==> src/rtl/bp_jam_pkg.sv <==
package bp_jam_pkg;
  typedef enum logic [1:0] {
    BP_IDLE,
    BP_DRAIN,
    BP_WAIT_SOF,
    BP_JAM
  } bp_state_e;
endpackage

==> src/rtl/bp_arm_detect.sv <==
module bp_arm_detect #(
  parameter int LVL_W    = 12,
  parameter int FULL_LVL = 2048
) (
  input  logic             half_dup_i,
  input  logic [LVL_W-1:0] fill_lvl_i,
  input  logic [LVL_W-1:0] thresh_i,
  output logic             arm_o
);
  localparam logic [LVL_W-1:0] FullL = LVL_W'(FULL_LVL);

  logic over_thr, at_full;

  assign over_thr = fill_lvl_i >= thresh_i;
  assign at_full  = fill_lvl_i >= FullL;
  assign arm_o    = half_dup_i & (over_thr | at_full);
endmodule

==> src/rtl/bp_sof_detect.sv <==
module bp_sof_detect (
  input  logic clk_i,
  input  logic rst_ni,
  input  logic crs_i,
  output logic sof_o
);
  logic crs_q;

  // reset high: a frame present at reset release is treated as in progress
  always_ff @(posedge clk_i or negedge rst_ni) begin
    if (!rst_ni) crs_q <= 1'b1;
    else         crs_q <= crs_i;
  end

  assign sof_o = crs_i & ~crs_q;
endmodule

==> src/rtl/bp_jam_gen.sv <==
module bp_jam_gen #(
  parameter int                 PAT_LEN     = 32,
  parameter logic [PAT_LEN-1:0] JAM_PATTERN = {(PAT_LEN/2){2'b01}}
) (
  input  logic clk_i,
  input  logic rst_ni,
  input  logic start_i,
  input  logic run_i,
  output logic bit_o,
  output logic last_o
);
  localparam int CNT_W = (PAT_LEN > 1) ? $clog2(PAT_LEN) : 1;
  localparam logic [CNT_W-1:0] LastIdx = CNT_W'(PAT_LEN - 1);

  logic [CNT_W-1:0] cnt_q, cnt_inc;

  generate
    if ((PAT_LEN & (PAT_LEN - 1)) == 0) begin : g_pow2
      assign cnt_inc = cnt_q + 1'b1;
    end else begin : g_mod
      assign cnt_inc = (cnt_q == LastIdx) ? '0 : cnt_q + 1'b1;
    end
  endgenerate

  always_ff @(posedge clk_i or negedge rst_ni) begin
    if (!rst_ni)      cnt_q <= '0;
    else if (start_i) cnt_q <= '0;
    else if (run_i)   cnt_q <= cnt_inc;
  end

  assign last_o = cnt_q == LastIdx;
  assign bit_o  = JAM_PATTERN[cnt_q];
endmodule

==> src/rtl/hdx_backpressure_jam.sv <==
module hdx_backpressure_jam
  import bp_jam_pkg::*;
#(
  parameter int                 LVL_W       = 12,
  parameter int                 FULL_LVL    = 2048,
  parameter int                 PAT_LEN     = 32,
  parameter logic [PAT_LEN-1:0] JAM_PATTERN = {(PAT_LEN/2){2'b01}}
) (
  input  logic             clk_i,
  input  logic             rst_ni,
  input  logic             half_dup_i,
  input  logic [LVL_W-1:0] fill_lvl_i,
  input  logic [LVL_W-1:0] thresh_i,
  input  logic             tx_busy_i,
  input  logic             crs_i,
  output logic             jam_o,
  output logic             jam_bit_o
);
  bp_state_e state_q, state_d;
  logic      arm, sof, pat_bit, pat_last, jam_start;

  bp_arm_detect #(.LVL_W(LVL_W), .FULL_LVL(FULL_LVL)) u_arm (
    .half_dup_i (half_dup_i),
    .fill_lvl_i (fill_lvl_i),
    .thresh_i   (thresh_i),
    .arm_o      (arm)
  );

  bp_sof_detect u_sof (
    .clk_i  (clk_i),
    .rst_ni (rst_ni),
    .crs_i  (crs_i),
    .sof_o  (sof)
  );

  bp_jam_gen #(.PAT_LEN(PAT_LEN), .JAM_PATTERN(JAM_PATTERN)) u_gen (
    .clk_i   (clk_i),
    .rst_ni  (rst_ni),
    .start_i (jam_start),
    .run_i   (jam_o),
    .bit_o   (pat_bit),
    .last_o  (pat_last)
  );

  always_comb begin
    state_d = state_q;
    unique case (state_q)
      BP_IDLE:     if (arm) state_d = tx_busy_i ? BP_DRAIN : BP_WAIT_SOF;
      BP_DRAIN:    if (!arm) state_d = BP_IDLE;
                   else if (!tx_busy_i) state_d = BP_WAIT_SOF;
      BP_WAIT_SOF: if (!arm) state_d = BP_IDLE;
                   else if (sof) state_d = BP_JAM;
      BP_JAM:      if (pat_last && !arm) state_d = BP_IDLE;
      default:     state_d = BP_IDLE;
    endcase
  end

  assign jam_start = (state_q == BP_WAIT_SOF) && (state_d == BP_JAM);

  always_ff @(posedge clk_i or negedge rst_ni) begin
    if (!rst_ni) state_q <= BP_IDLE;
    else         state_q <= state_d;
  end

  assign jam_o     = state_q == BP_JAM;
  assign jam_bit_o = jam_o & pat_bit;
endmodule

==> config.mk <==
export PLATFORM = sky130hd
export DESIGN_NAME = hdx_backpressure_jam
export DESIGN_NICKNAME = d
export VERILOG_FILES = /design/src/rtl/bp_jam_pkg.sv /design/src/rtl/bp_arm_detect.sv /design/src/rtl/bp_sof_detect.sv /design/src/rtl/bp_jam_gen.sv /design/src/rtl/hdx_backpressure_jam.sv
export SDC_FILE = /design/constraint.sdc
export NUM_CORES = 1
export LEC_CHECK = 0
export ABC_AREA = 1
export ABC_CLOCK_PERIOD_IN_PS = 1320
export BUFFER_PORTS_ARGS = -buffer_cell sky130_fd_sc_hd__buf_4
export CORE_AREA = 2 2 54 56
export DETAILED_ROUTE_END_ITERATION = 10
export DIE_AREA = 0 0 56 58
export PLACE_DENSITY = 0.57
export SLEW_MARGIN = 5
export SYNTH_ARGS = -nofsm -noshare
export SYNTH_HDL_FRONTEND = slang
export SYNTH_SLANG_ARGS = --single-unit
==> constraint.sdc <==
create_clock -name clk_i -period 1.32 [get_ports clk_i]
set_input_delay 0.066 -clock clk_i [delete_from_list [all_inputs] [get_ports clk_i]]
set_output_delay 0.066 -clock clk_i [all_outputs]
set_load 0.01 [all_outputs]
==> out/qor.yml <==
cap_violations: 0
startpoint_type: "flip-flop"
cts_buffers: 3
layoutNonFillerInstCount: 179
finalWorstPathRequiredPeriod_ns: 1.189
relSlewSlack_pct: 82.23
ys_types: 13
power.total_mw: 1.001
cts_tree: "done"
start_util_pct: 28.52
final_common_cell: "buf_4"
area_delta_synth_final_pct: 44.15
antenna_cells: 0
finalWorstSetupSlack_ns: 0.1315
postSynthCellCount: 109
path_max_fanout: 3
grt_max_degree: 10
place_hpwl_um: 1317
vias: 775
clk_pin_slew_ns: 0.06
critical_path.startpoint: "u_gen.cnt_q[1]$_DFFE_PN0P_"
p_per_area_mw_per_mm2: 914.1
die_h_um: 58
worst_pin_slew_ns: 0.2656
synth_warnings: 0
period_share_pct: 90.04
r2r-start: "u_gen.cnt_q[1]$_DFFE_PN0P_"
detailedRoute.firstPassIterationCount: 4
hold_depth: 3
worstPathArrival_ns: 1.32
rsz0062_at_grt: "no"
dieWidth_um: 56
ios: 31
htree_levels: 1
port_buffers: 30
hp-class: "primary input to flip-flop"
max-clock-path-buffers: 2
synthesis.nets: 152
crit_path_end_kind: "flip-flop"
drc: 0
final_cell_mix: "buf_4, nand2_1, inv_1"
drtIter0Drc: 20
detail_route.wl_per_cell_um: 8.832
clock_sinks: 8
fmax_mhz: 841.4
die-area_mm2: 0.003248
path_class: "flip-flop to flip-flop"
hold_start: "tx_busy_i"
ys_seq_area_share_pct: 26.52
dp_cells: 172
rows: 19
leakage_nw: 0.6620
rr_worst_depth: 7
grt_antenna_before_repair: 0
gp_congestion: 0.8276
pre_cts_ws_ns: -0.08559
fin_nets: 192
grt_util_all_layers_pct: 10.96
synth_area_per_cell_um2: 6.968
grt_pass1_vias: 724
drt_wl_total_um: 1581
overflow: 0
clk-insertion-delay-late_ns: 0.26
setup_viol: 0
slew_viol_final: 0
grt_pass1_wl_um: 2904
antenna_left: 0
outcome: "completed"
drive_gt1_share_pct: 29.73
ys_seq_elements: 8
vdd_drop_max_v: 0.0006182
worstPathRequired_ns: 1.45
hold_violations: 0
avgViaCountPerCell: 4.330
skew_ns: 0.008441
coreArea_mm2: 0.002663
cts_root_buffer: "clkbuf_4"
netlist_area_um2: 759.5
[power breakdown]
part / total [mW] / internal (mW) / leakage, nW / switching (mW)
combinational: 0.409 / 0.208 / 0.547 / 0.201
clock: 0.209 / 0.116 / 0.0150 / 0.0924
sequential: 0.384 / 0.327 / 0.101 / 0.0567
total: 1.00 / 0.651 / 0.662 / 0.350
[repair_timing]
action                                  in CTS  in global routing
hold buffers                                 2                  0
buffers inserted                             0                  1
gates resized for setup                      0                  1
endpoints found under the setup margin       0                  2
endpoints found under the hold margin        9                  0
[registers in the layout (all words and copies together) (netlist names)]
name,cells
state_q,2
u_gen.cnt_q,5
u_sof.crs_q,1
[through the flow]
step	setup TNS (ns)	hold slack (ns)	area [um2]	utilization (%)
finish	0	0.1082	1095	41.12
global route	0	0.1204	1095	41.12
CTS	0	0.1045	1085	40.74
detailed placement	-0.5267	-0.1070	1039	39.00
global placement	-0.2325	-0.1085	1039	39.00
floorplan	0	-0.2296	759.5	-
[cell usage after synthesis]
cell | instances | area, um2
nor2_2 | 2 | 12.51
nand3_1 | 11 | 55.05
dfstp_2 | 1 | 26.28
nand2_2 | 3 | 18.77
nand4_4 | 1 | 21.27
inv_1 | 26 | 97.59
ha_1 | 14 | 175.2
nand2_1 | 29 | 108.9
nor2_1 | 7 | 26.28
o21ai_0 | 2 | 10.01
dfrtp_1 | 7 | 175.2
nand4_1 | 2 | 12.51
a21oi_1 | 4 | 20.02
[cell type report]
type	count	area, um2
well taps	31	38.79
inverters	26	97.59
flip-flops and latches	8	201.4
multi-input cells	75	462.9
clock buffers	4	26.28
fillers	272	1568
repair buffers	35	267.8
[worst max-delay path, cell delays in order, from the launching register on]
cell	delay, ns
dfrtp_1	0.36
ha_2	0.19
nand2_1	0.05
nor2_1	0.11
ha_1	0.15
nand2_1	0.05
nand2_1	0.07
nand3_1	0.07
[per-layer routing]
metal,part of all wire [%],GRT usage (%)
met5,0,0
met4,0,2.041
met2,50,17.82
met3,5.8,3.125
met1,44,14.76
[worst paths after layout]
kind / end / slack (ns)
worst max-delay path: state_q[0]$_DFF_PN0_ / 0.13
worst min-delay path: state_q[0]$_DFF_PN0_ / 0.11
worst max register to register: state_q[0]$_DFF_PN0_ / 0.13
worst min register to register: u_gen.cnt_q[4]$_DFFE_PN0P_ / 0.51
max in group asynchronous: u_sof.crs_q$_DFF_PN1_ / 0.95
min in group asynchronous: u_gen.cnt_q[1]$_DFFE_PN0P_ / 0.15
[kinds of logic after synthesis]
kind of cell,Yosys count,synth area share (%)
buffers and inverters,26,12.85
flip-flops,8,26.52
AND/OR/NAND/NOR,55,33.61
adder cells (fa/ha/maj),14,23.06
AO/OA/AOI/OAI,6,3.954
No activity file was read; power rests on OpenSTA's default activity.
